### src/rtl/ll_pkg.sv
package ll_pkg;

  typedef enum logic [1:0] {
    ST_IDLE,
    ST_MUL,
    ST_SUB,
    ST_FIN
  } ll_state_e;

  // Strobes from control to datapath
  typedef struct packed {
    logic load;     // seed residue, latch mask
    logic mulStep;  // accumulate one partial product
    logic subStep;  // commit square minus two
  } ll_ctl_t;

endpackage

### src/rtl/ll_mod_add.sv
// Adder modulo 2^p-1: bits above the mask re-enter as carry-in,
// and an all-ones sum is mapped to zero.
module ll_mod_add #(
  parameter int W = 16
) (
  input  logic [W-1:0] opA,
  input  logic [W-1:0] opB,
  input  logic [W-1:0] mask,
  output logic [W-1:0] sumOut
);

  logic [W:0]   rawSum;
  logic [W:0]   highBits;
  logic         wrapCarry;
  logic [W-1:0] lowBits;
  logic [W-1:0] folded;

  always_comb begin
    rawSum    = {1'b0, opA} + {1'b0, opB};
    highBits  = rawSum & ~{1'b0, mask};
    wrapCarry = |highBits;
    lowBits   = rawSum[W-1:0] & mask;
    folded    = lowBits + W'(wrapCarry);
    sumOut    = (folded == mask) ? '0 : folded;
  end

endmodule

### src/rtl/ll_pp_gen.sv
// Partial product for multiplier bit idx: the multiplicand rotated left
// by idx inside p bits, or zero when the selected multiplier bit is clear.
module ll_pp_gen #(
  parameter int W    = 16,
  parameter int SH_W = 5
) (
  input  logic [W-1:0]    multiplicand,
  input  logic            selBit,
  input  logic [SH_W-1:0] idx,
  input  logic [SH_W-1:0] pVal,
  input  logic [W-1:0]    mask,
  output logic [W-1:0]    ppOut
);

  logic [W-1:0] upper;
  logic [W-1:0] wrapped;

  always_comb begin
    upper   = (multiplicand << idx) & mask;
    wrapped = multiplicand >> (pVal - idx);
    ppOut   = selBit ? (upper | wrapped) : '0;
  end

endmodule

### src/rtl/ll_datapath.sv
module ll_datapath
  import ll_pkg::*;
#(
  parameter int RES_W = 16,
  parameter int SH_W  = 5
) (
  input  logic             clk,
  input  logic             rst_n,
  input  ll_ctl_t          ctl,
  input  logic [SH_W-1:0]  bitIdx,
  input  logic [SH_W-1:0]  pVal,
  input  logic [SH_W-1:0]  expLow,
  output logic [RES_W-1:0] residue,
  output logic [RES_W-1:0] maskOut,
  output logic             stepValid,
  output logic             resIsZero
);

  logic [RES_W-1:0] maskReg;
  logic [RES_W-1:0] accReg;
  logic [RES_W-1:0] ppTerm;
  logic [RES_W-1:0] accNext;
  logic [RES_W-1:0] subVal;
  logic [RES_W-1:0] resShifted;
  logic [RES_W:0]   maskWide;
  logic             xBit;

  assign maskWide   = ((RES_W + 1)'(1) << expLow) - (RES_W + 1)'(1);
  assign resShifted = residue >> bitIdx;
  assign xBit       = resShifted[0];

  ll_pp_gen #(.W(RES_W), .SH_W(SH_W)) ppGen_i (
    .multiplicand(residue),
    .selBit      (xBit),
    .idx         (bitIdx),
    .pVal        (pVal),
    .mask        (maskReg),
    .ppOut       (ppTerm)
  );

  ll_mod_add #(.W(RES_W)) modAdd_i (
    .opA   (accReg),
    .opB   (ppTerm),
    .mask  (maskReg),
    .sumOut(accNext)
  );

  // square minus two, wrapping below zero by adding the modulus
  assign subVal = (accReg >= RES_W'(2)) ? (accReg - RES_W'(2))
                                        : (maskReg - RES_W'(2) + accReg);

  always_ff @(posedge clk or negedge rst_n) begin
    if (!rst_n) begin
      maskReg   <= '0;
      residue   <= '0;
      accReg    <= '0;
      stepValid <= 1'b0;
    end else begin
      stepValid <= ctl.subStep;
      if (ctl.load) begin
        maskReg <= maskWide[RES_W-1:0];
        residue <= RES_W'(4);
        accReg  <= '0;
      end else if (ctl.mulStep) begin
        accReg <= accNext;
      end else if (ctl.subStep) begin
        residue <= subVal;
        accReg  <= '0;
      end
    end
  end

  assign maskOut   = maskReg;
  assign resIsZero = (residue == '0);

endmodule

### src/rtl/ll_control.sv
module ll_control
  import ll_pkg::*;
#(
  parameter int RES_W = 16,
  parameter int EXP_W = 16,
  parameter int SH_W  = 5
) (
  input  logic             clk,
  input  logic             rst_n,
  input  logic             start,
  input  logic [EXP_W-1:0] expIn,
  input  logic             resIsZero,
  output ll_ctl_t          ctl,
  output logic [SH_W-1:0]  bitIdx,
  output logic [SH_W-1:0]  pVal,
  output logic             busy,
  output logic             done,
  output logic             isPrime
);

  ll_state_e       state;
  logic [SH_W-1:0] pReg;
  logic [SH_W-1:0] bitIdxQ;
  logic [SH_W-1:0] iterLeft;
  logic            shortRun;
  logic            shortVerdict;
  logic            inRange;

  assign inRange = (expIn >= EXP_W'(3)) && (expIn <= EXP_W'(RES_W));

  always_comb begin
    ctl.load    = start && (state == ST_IDLE) && inRange;
    ctl.mulStep = (state == ST_MUL);
    ctl.subStep = (state == ST_SUB);
  end

  assign busy   = (state != ST_IDLE);
  assign bitIdx = bitIdxQ;
  assign pVal   = pReg;

  always_ff @(posedge clk or negedge rst_n) begin
    if (!rst_n) begin
      state        <= ST_IDLE;
      pReg         <= '0;
      bitIdxQ      <= '0;
      iterLeft     <= '0;
      shortRun     <= 1'b0;
      shortVerdict <= 1'b0;
      done         <= 1'b0;
      isPrime      <= 1'b0;
    end else begin
      done <= 1'b0;
      case (state)
        ST_IDLE: begin
          if (start) begin
            pReg    <= expIn[SH_W-1:0];
            bitIdxQ <= '0;
            if (inRange) begin
              iterLeft <= expIn[SH_W-1:0] - SH_W'(2);
              shortRun <= 1'b0;
              state    <= ST_MUL;
            end else begin
              shortRun     <= 1'b1;
              shortVerdict <= (expIn == EXP_W'(2));
              state        <= ST_FIN;
            end
          end
        end
        ST_MUL: begin
          bitIdxQ <= bitIdxQ + SH_W'(1);
          if (bitIdxQ == pReg - SH_W'(1)) state <= ST_SUB;
        end
        ST_SUB: begin
          bitIdxQ  <= '0;
          iterLeft <= iterLeft - SH_W'(1);
          state    <= (iterLeft == SH_W'(1)) ? ST_FIN : ST_MUL;
        end
        ST_FIN: begin
          done    <= 1'b1;
          isPrime <= shortRun ? shortVerdict : resIsZero;
          state   <= ST_IDLE;
        end
        default: state <= ST_IDLE;
      endcase
    end
  end

endmodule

### src/rtl/ll_mersenne_tester.sv
module ll_mersenne_tester
  import ll_pkg::*;
#(
  parameter int RES_W = 16,
  parameter int EXP_W = 16
) (
  input  logic             clk,
  input  logic             rst_n,
  input  logic             start,
  input  logic [EXP_W-1:0] exponent,
  output logic             done,
  output logic             isPrime,
  output logic             stepValid,
  output logic [RES_W-1:0] residue
);

  localparam int SH_W = $clog2(RES_W + 1);

  ll_ctl_t          ctl;
  logic [SH_W-1:0]  bitIdx;
  logic [SH_W-1:0]  pVal;
  logic             resIsZero;
  logic             busy;
  logic [RES_W-1:0] activeMask;

  ll_control #(.RES_W(RES_W), .EXP_W(EXP_W), .SH_W(SH_W)) ctrl_i (
    .clk      (clk),
    .rst_n    (rst_n),
    .start    (start),
    .expIn    (exponent),
    .resIsZero(resIsZero),
    .ctl      (ctl),
    .bitIdx   (bitIdx),
    .pVal     (pVal),
    .busy     (busy),
    .done     (done),
    .isPrime  (isPrime)
  );

  ll_datapath #(.RES_W(RES_W), .SH_W(SH_W)) dp_i (
    .clk      (clk),
    .rst_n    (rst_n),
    .ctl      (ctl),
    .bitIdx   (bitIdx),
    .pVal     (pVal),
    .expLow   (exponent[SH_W-1:0]),
    .residue  (residue),
    .maskOut  (activeMask),
    .stepValid(stepValid),
    .resIsZero(resIsZero)
  );

endmodule

### config.mk
export PLATFORM = sky130hd
export DESIGN_NAME = ll_mersenne_tester
export DESIGN_NICKNAME = d
export VERILOG_FILES = /design/src/rtl/ll_pkg.sv /design/src/rtl/ll_mod_add.sv /design/src/rtl/ll_pp_gen.sv /design/src/rtl/ll_datapath.sv /design/src/rtl/ll_control.sv /design/src/rtl/ll_mersenne_tester.sv
export SDC_FILE = /design/constraint.sdc
export NUM_CORES = 1
export LEC_CHECK = 0
export ABC_CLOCK_PERIOD_IN_PS = 19600
export BUFFER_PORTS_ARGS = -buffer_cell sky130_fd_sc_hd__buf_2
export CAP_MARGIN = 40
export CORE_ASPECT_RATIO = 2
export CORE_MARGIN = 1
export CORE_UTILIZATION = 65
export CTS_CLUSTER_DIAMETER = 80
export DETAILED_ROUTE_END_ITERATION = 10
export GPL_TIMING_DRIVEN = 0
export PLACE_DENSITY = 0.81
export SKIP_CTS_REPAIR_TIMING = 1
export SLEW_MARGIN = 0
export SYNTH_ARGS = -nofsm -noshare
export SYNTH_HDL_FRONTEND = slang
export SYNTH_HIERARCHICAL = 1
export SYNTH_SLANG_ARGS = --single-unit
### constraint.sdc
create_clock -name clk -period 19.6 [get_ports clk]
set_input_delay 0 -clock clk [delete_from_list [all_inputs] [get_ports clk]]
set_output_delay 0 -clock clk [all_outputs]
set_load 0.02 [all_outputs]
==> results_dict.tcl, run 1 <==
set metrics [dict create \
    status "finished clean" \
    nets 1158 \
    area_growth_pct 8.90 \
    hpwlAfterDp_mm 22.1 \
    finalHoldViolCount 0 \
    cts_max_level 3 \
    antenna_found_initial 0 \
    synth_top_family_by_area "compound AO/OA/AOI/OAI gates" \
    worst_ep_arrival_time_ps 9010 \
    critPathMaxStageDelay_ps 640 \
    cap_violations 0 \
    fillCellCount 1040 \
    first_pass_iters 5 \
    worst_pin_slew_ps 869 \
    finalSetupViolations 0 \
    p_leak_nw 4.10 \
    top_layer_used "met5" \
    synthMuxAreaShare_pct 12.6 \
    num_vias 8767 \
    postSynthCellCount 1024 \
    port_buffers 37 \
    endpoint_kind "register" \
    yosys-top-cells-count "inv_1 (96), nor2_1 (84), nand2_1 (80), dfrtp_1 (70), a21oi_1 (65)" \
    path_max_fanout 11 \
    r2r_start "ctrl_i/bitIdx[0]" \
    synthAdderAreaFrac_pct 9.42 \
    start_kind "register" \
    synth-simple-area-share_pct 21.5 \
    ys_top_cells_by_area "dfrtp_1 (21%), ha_1 (8.7%), mux4_2 (5.3%)" \
    setup_ws_ps 10820 \
    ir_drop_mv 0.0398 \
    cpLargestDelayFamily "compound AO/OA/AOI/OAI gates" \
    synth_warnings 6 \
    cpMaxStageDelayCell "o21ai_0" \
    rsz0062_at_grt "false" \
    hp-class "in2reg" \
    multi_input_area_mm2 0.00617 \
    insertion_delay_ps 340 \
    cts_tree "done" \
    async_flop_share_pct 100 \
    synth_xor_area_share_pct 6.21 \
    post-synth-top-count-cell "inv_1" \
    cp.required_ps 19830 \
    place.gp.congestion 1.10 \
    holdWs_ps 44.4 \
    skew_ps 8.43 \
    worstHoldStart "exponent[0]" \
    track_usage_pct 49.0 \
    cellPowerDensity_mw_per_mm2 37.2 \
    grt_overflow_total 0 \
    cp-startpoint "ctrl_i/bitIdx[0]" \
    via_per_inst 7.12 \
    synth_nets 1105 \
    rows 58 \
    drtIter0Drc 753 \
    fmax_mhz 114 \
    ys_seq_area_share_pct 20.7 \
    cp.buffers_inverters 5 \
    die_w_um 82.8 \
    period_needed_ps 8780 \
    post-route-period-util_pct 44.8 \
    layout-drive-gt1-share_pct 14.4 \
    clockBufferDepth 2 \
    placed_cells 1213 \
    totalNegativeSetupSlack_ps 0 \
    syn_avg_cell_area_um2 8.28 \
    fin_cells 1231 \
    num_io_pins 38 \
    drc_errors 0 \
    grt_pass1_vias 8604 \
    antenna_cells 0 \
    die_area_mm2 0.0135 \
    synth_top_area_share_pct 20.7 \
    ys.flop_type "dfrtp_1" \
    dr_wl_met2_mm 14.2 \
    report.final.slew_viol_count 0 \
    drt-met1-wl_mm 9.56 \
    route.met3.wl_mm 3.18 \
    design.core.area_mm2 0.0126 \
    clk_pin_slew_ps 60 \
    synth-seq-cells 70 \
    total_power_uw 343 \
    grt_pass1_wl_mm 47.7 \
    maxSlewHeadroom_pct 41.6 \
    start_util_pct 67.1 \
    wirelength_mm 30.0 \
    drtAntennaViolNets 0 \
    synth-compound-area-share_pct 23.1 \
    fin_area_mm2 0.00923 \
    synth_edf_count 0 \
    cts_made_buffers 9 \
    critical_path_class "reg2reg" \
    die-height_um 164 \
    place_area_mm2 0.00888 \
    post-route-util_pct 73.1 \
    synth_area_leader_cell "dfrtp_1" \
    avgRoutedWirePerCell_um 24.4 \
    grt_max_degree 56 \
    regArea_mm2 0.00175 \
    cts_sinks 70 \
    clockRootBuffer "clkbuf_16" \
    synth.distinct_cells 87 \
    pre_cts_slack_ps 11210 \
    path_common_cell "ha_1" \
    synthesis.area_mm2 0.00848 \
]
-- placed cells by master, fill, tap and decap left out, types with 35 or more instances in the layout --
| cell | n |
|---|---|
| nor2_1 | 84 |
| a21oi_1 | 65 |
| nand2_1 | 80 |
| nand3_1 | 35 |
| xnor2_1 | 37 |
| inv_1 | 96 |
| o21ai_0 | 54 |
| buf_2 | 48 |
| ha_1 | 59 |
| dfrtp_1 | 70 |
-- where the power goes --
part,internal [mW],leakage [nW],total [mW],switching (mW)
sequential,0.145,0.927,0.145,0.00000198
combinational,0.00464,3.01,0.0144,0.00975
clock,0.117,0.161,0.184,0.0670
-- layer usage --
layer / GRT usage, % / up-vias
li1: - / 3876
met3: 24.2 / 255
met5: 4.58 / -
met2: 73.1 / 564
met1: 49.9 / 4070
met4: 39.1 / 2
-- final cells by class --
cell class                      count  share of cell area, %
Multi-Input combinational cell    820                   66.8
Clock buffer                       11                   2.74
Inverter                           98                   3.98
Tap cell                          150                   2.03
Timing Repair Buffer               42                   2.64
Sequential cell                    70                   19.0
Clock inverter                      4                  0.759
Buffer                             36                   2.06
-- flip-flops by register name, summed over array words and instances, names as in the netlist --
name                 cells
ctrl_i/state             2
dp_i/accReg             16
ctrl_i/isPrime           1
ctrl_i/bitIdx            5
ctrl_i/iterLeft          5
dp_i/residue            16
ctrl_i/done              1
ctrl_i/shortVerdict      1
ctrl_i/pVal              5
ctrl_i/shortRun          1
dp_i/stepValid           1
dp_i/maskOut            16
-- worst register-to-register path: cells and delay by family, from the launching register on --
family / cells / cell delay, ps
flops: 1 / 540
simple gates: 9 / 1850
fa+ha+maj: 5 / 1420
compound gates: 12 / 3600
buf+inv: 5 / 1270
-- logic make-up (layout without fill, tap and decap cells) --
kind of cell             count (synthesis)  in the layout
AND/OR/NAND/NOR                        341            341
AO/OA/AOI/OAI                          281            281
buffers and inverters                  134            191
adder cells (fa/ha/maj)                 62             62
flip-flops                              70             70
multiplexers                            78             78
XOR/XNOR                                58             58
-- final timing paths --
check	cells past startpoint	end	slack, ps
max in group asynchronous	3	dp_i/maskOut[12]	18920
hold reg to reg	2	ctrl_i/shortRun	530
setup / recovery	31	dp_i/accReg[7]	10820
hold / removal	2	ctrl_i/pVal[0]	40
min in group asynchronous	2	dp_i/accReg[11]	70
setup reg to reg	31	dp_i/accReg[7]	10820
Note: power is estimated with default switching activity, not from simulation.
==> run 2, diff against run 1 <==
- ABC_CLOCK_PERIOD_IN_PS: 19600 -> 7200
- CORE_UTILIZATION: 65 -> 58
- PLACE_DENSITY: 0.81 -> 0.76
- clock period: 19.6 -> 7.2 ns (I/O delays scaled with it)
==> results_dict.tcl, run 2 (synthesis results as in run 1) <==
set metrics [dict create \
    maxSlewHeadroom_pct 38.8 \
    period_needed_ps 7010 \
    grt_pass1_wl_mm 44.4 \
    fmax_mhz 143 \
    cts_sinks 70 \
    cell_internal_pwr_uw 680 \
    grt_pass1_vias 8395 \
    power_frac_comb_pct 4.4 \
    avgRoutedWirePerCell_um 22.9 \
    finalHoldViolCount 0 \
    setup_ws_ps 193 \
    cts_made_buffers 9 \
    path_max_fanout 10 \
    die-height_um 173 \
    placed_cells 1254 \
    first_pass_iters 7 \
    layout-drive-gt1-share_pct 23.1 \
    place.gp.congestion 0.993 \
    p_leak_nw 4.30 \
    clk_pin_slew_ps 70 \
    clockBufferDepth 2 \
    endpoint_kind "register" \
    drtAntennaViolNets 0 \
    num_io_pins 38 \
    cap_violations 0 \
    grt_max_degree 66 \
    grt_overflow_total 0 \
    switching_share_pct 25.6 \
    layout.cells.most_common_list "inv_1 (95), nor2_1 (82), nand2_1 (78)" \
    die_area_mm2 0.0151 \
    hp-class "in2async" \
    cts_tree "done" \
    critPathMaxStageDelay_ps 520 \
    power.switching_uw 234 \
    port_buffers 37 \
    skew_ps 9.56 \
    nets 1189 \
    post-route-period-util_pct 97.3 \
    insertion_delay_ps 350 \
    cpMaxStageDelayCell "or4b_4" \
    p_seq_share_pct 43.0 \
    drc_errors 0 \
    cts_max_level 3 \
    antenna_found_initial 0 \
    critical_path_class "reg2reg" \
    drtIter0Drc 652 \
    design.core.area_mm2 0.0144 \
    report.final.slew_viol_count 0 \
    final_common_cell "inv_1" \
    ir_drop_mv 0.322 \
    start_kind "register" \
    die_w_um 87.5 \
    area_growth_pct 16.7 \
    hpwlAfterDp_mm 21.9 \
    clockRootBuffer "clkbuf_16" \
    finalSetupViolations 0 \
    via_per_inst 6.69 \
    rows 62 \
    antenna_cells 0 \
    p_clk_share_pct 52.6 \
    track_usage_pct 39.5 \
    wirelength_mm 29.8 \
    cellPowerDensity_mw_per_mm2 92.4 \
    fin_cells 1305 \
    cp.required_ps 7430 \
    start_util_pct 59.1 \
    pre_cts_slack_ps -1090 \
    worst_pin_slew_ps 894 \
    status "finished clean" \
    num_vias 8734 \
    worst_ep_arrival_time_ps 7240 \
]
==> run 2: cell types whose count changed in the layout (fill, tap and decap cells not counted), moves of 4 or more <==
cell / previous run / this run
a21oi_1: 65 / 58
buf_2: 48 / 42
a21oi_2: 0 / 6
dfrtp_1: 70 / 58
dfrtp_2: 0 / 12
ha_1: 59 / 51
clkbuf_4: 0 / 4
o21ai_2: 0 / 5
o21ai_0: 54 / 47
ha_2: 0 / 6
buf_4: 5 / 40
==> run 2: layout make-up <==
| type | count | area, µm² |
|---|---|---|
| tap | 192 | 240 |
| inverter | 98 | 368 |
| clock buffer | 9 | 225 |
| timing repair buffer | 74 | 498 |
| fill | 1135 | 4460 |
| sequential | 70 | 1770 |
| clock inverter | 7 | 80.1 |
| multi-input combinational | 820 | 6500 |
| buffer | 35 | 214 |
==> run 2: worst max-delay path, delay by kind of cell (launching register included) <==
family | cells | cell delay, ps
adders and majority gates | 6 | 1590
and+or+nand+nor | 10 | 1850
buffers and inverters | 4 | 460
muxes | 2 | 420
xor gates and xnor gates | 1 | 290
AOI/OAI and AO/OA | 9 | 1820
DFF | 1 | 450
==> run 2: final timing paths <==
check,start,endpoint,slack [ps],cells past startpoint
max reg2reg,ctrl_i/bitIdx[0],dp_i/accReg[8],190,32
min,rst_n,ctrl_i/bitIdx[4],40,2
min reg2reg,ctrl_i/shortVerdict,ctrl_i/shortVerdict,510,1
max,ctrl_i/bitIdx[0],dp_i/accReg[8],190,32
min in group clk,exponent[0],ctrl_i/pVal[0],60,2
max in group asynchronous,rst_n,dp_i/residue[15],6580,3
==> run 2: through the flow <==
step | hold slack [ps] | area [µm²] | total power, mW | TNS (ps) | utilization (%)
after floorplan | -296 | 8480 | 0.415 | 0 | -
after global placement | 333 | 8900 | 0.437 | -15240 | 62.0
after detailed placement | -156 | 8930 | 0.439 | -16440 | 62.2
after CTS | -524 | 9240 | 0.916 | -16700 | 64.4
after global routing | 49.9 | 9890 | 0.936 | -947 | 68.9
final | 36.0 | 9890 | 0.914 | 0 | 68.9
==> run 2: routing by layer <==
layer  GRT usage (%)  wire length, µm  share of wire, %
met1            38.8             9750                33
met2            68.3            15200                51
met3            8.69             2160               7.2
met4            32.1             2750               9.2
met5               0                0                 0
==> run 2: power by group through the flow <==
stage	combinational [mW]	clock (mW)	sequential, mW
after detailed placement	0.0389	0	0.401
after global placement	0.0366	0	0.401
after global routing	0.0439	0.499	0.393
final	0.0398	0.481	0.393
after floorplan	0.0141	0	0.401
after CTS	0.0390	0.484	0.393
==> run 3, diff against run 2 <==
- SETUP_SLACK_MARGIN: default -> 0.2
==> results_dict.tcl, run 3 (synthesis results as in run 1) <==
set metrics [dict create \
    status "finished clean" \
    critPathMaxStageDelay_ps 520 \
    area_growth_pct 17.5 \
    port_buffers 37 \
    cellPowerDensity_mw_per_mm2 88.7 \
    p_clk_share_pct 50.9 \
    nets 1189 \
    drtAntennaViolNets 0 \
    start_kind "register" \
    start_util_pct 59.1 \
    die_area_mm2 0.0151 \
    worst_ep_arrival_time_ps 7270 \
    num_io_pins 38 \
    first_pass_iters 6 \
    post-route-util_pct 69.4 \
    cell_internal_pwr_uw 647 \
    p_seq_share_pct 44.5 \
    power.switching_uw 236 \
    grt_pass1_vias 8731 \
    fmax_mhz 142 \
    num_vias 8773 \
    antenna_found_initial 0 \
    ir_drop_mv 0.173 \
    avgRoutedWirePerCell_um 22.9 \
    cts_max_level 3 \
    total_power_uw 883 \
    track_usage_pct 39.7 \
    grt_max_degree 66 \
    final_common_cell "inv_1" \
    post-route-period-util_pct 97.8 \
    layout-drive-gt1-share_pct 24.2 \
    cts_sinks 70 \
    grt_overflow_total 0 \
    fin_area_mm2 0.00996 \
    finalHoldViolCount 0 \
    die-height_um 173 \
    finalSetupViolations 0 \
    drc_errors 0 \
    critical_path_class "reg2reg" \
    maxSlewHeadroom_pct 37.0 \
    path_max_fanout 6 \
    cts_tree "done" \
    cp.required_ps 7430 \
    die_w_um 87.5 \
    place_area_mm2 0.00894 \
    clockRootBuffer "clkbuf_16" \
    rows 62 \
    design.core.area_mm2 0.0144 \
    layout.cells.most_common_list "inv_1 (93), nor2_1 (78), nand2_1 (78)" \
    cap_violations 0 \
    power_frac_comb_pct 4.6 \
    report.final.slew_viol_count 0 \
    place.gp.congestion 1.00 \
    clk_pin_slew_ps 60 \
    hpwlAfterDp_mm 21.8 \
    switching_share_pct 26.7 \
    clockBufferDepth 2 \
    endpoint_kind "register" \
    wirelength_mm 29.9 \
    cpMaxStageDelayCell "or4b_4" \
    totalNegativeSetupSlack_ps 0 \
    via_per_inst 6.72 \
    grt_pass1_wl_mm 44.8 \
    drtIter0Drc 611 \
    skew_ps 10.6 \
    insertion_delay_ps 340 \
    period_needed_ps 7040 \
    antenna_cells 0 \
    rsz0062_at_grt "true" \
    hp-class "in2reg" \
    cts_made_buffers 9 \
    p_leak_nw 4.29 \
    worst_pin_slew_ps 938 \
]
[run 3: path summary, 6_finish.rpt]
| kind | endpoint | start | slack [ps] | cells past startpoint |
|---|---|---|---|---|
| worst max-delay path | dp_i/accReg[8] | ctrl_i/bitIdx[0] | 160 | 30 |
| worst min-delay path | ctrl_i/state[1] | start | 0.8 | 3 |
| worst max register to register | dp_i/accReg[8] | ctrl_i/bitIdx[0] | 160 | 30 |
| worst min register to register | ctrl_i/shortVerdict | ctrl_i/shortVerdict | 520 | 1 |
| max in group asynchronous | ctrl_i/pVal[0] | rst_n | 6560 | 3 |
| min in group asynchronous | ctrl_i/bitIdx[4] | rst_n | 50 | 2 |
[run 3: area by class of cell]
class                      instances  area [µm²]
sequential                        70        1770
timing repair buffer              73         518
clock inverter                     7        63.8
inverter                          98         368
buffer                            36         214
tap                              192         240
clock buffer                       9         225
fill                            1196        4390
multi-input combinational        820        6560
[run 3: through the flow]
| stage | instances | setup slack [ps] | hold WS [ps] |
|---|---|---|---|
| finish | 1305 | 158 | 0.761 |
| global route | 1305 | -63.1 | 7.93 |
| CTS | 1270 | -1000 | -520 |
| detailed placement | 1254 | -968 | -157 |
| global placement | 1253 | -858 | 335 |
| floorplan | 1024 | 213 | -296 |
[run 3: routing by layer]
metal / share of wire (%) / up-vias / GRT usage (%)
met4: 10 / 0 / 34.7
met5: 0 / - / 0
li1: - / 3940 / -
met1: 31 / 4104 / 37.9
met2: 50 / 514 / 69.2
met3: 7.9 / 215 / 8.02
[run 3: power groups by stage]
| stage | Combinational [mW] | Clock [mW] | Sequential, mW |
|---|---|---|---|
| global placement | 0.0369 | 0 | 0.401 |
| global route | 0.0435 | 0.466 | 0.393 |
| finish | 0.0402 | 0.450 | 0.393 |
| CTS | 0.0393 | 0.454 | 0.393 |
| detailed placement | 0.0391 | 0 | 0.401 |
| floorplan | 0.0141 | 0 | 0.401 |
[run 3: worst max-delay path: cells and delay by family (launching register included)]
kind | cells | cell delay, ps
AO/OA/AOI/OAI | 11 | 2510
AND/OR/NAND/NOR | 9 | 1600
adder cells (fa/ha/maj) | 5 | 1370
flip-flops | 1 | 450
buffers and inverters | 3 | 410
multiplexers | 1 | 350
XOR/XNOR | 1 | 240
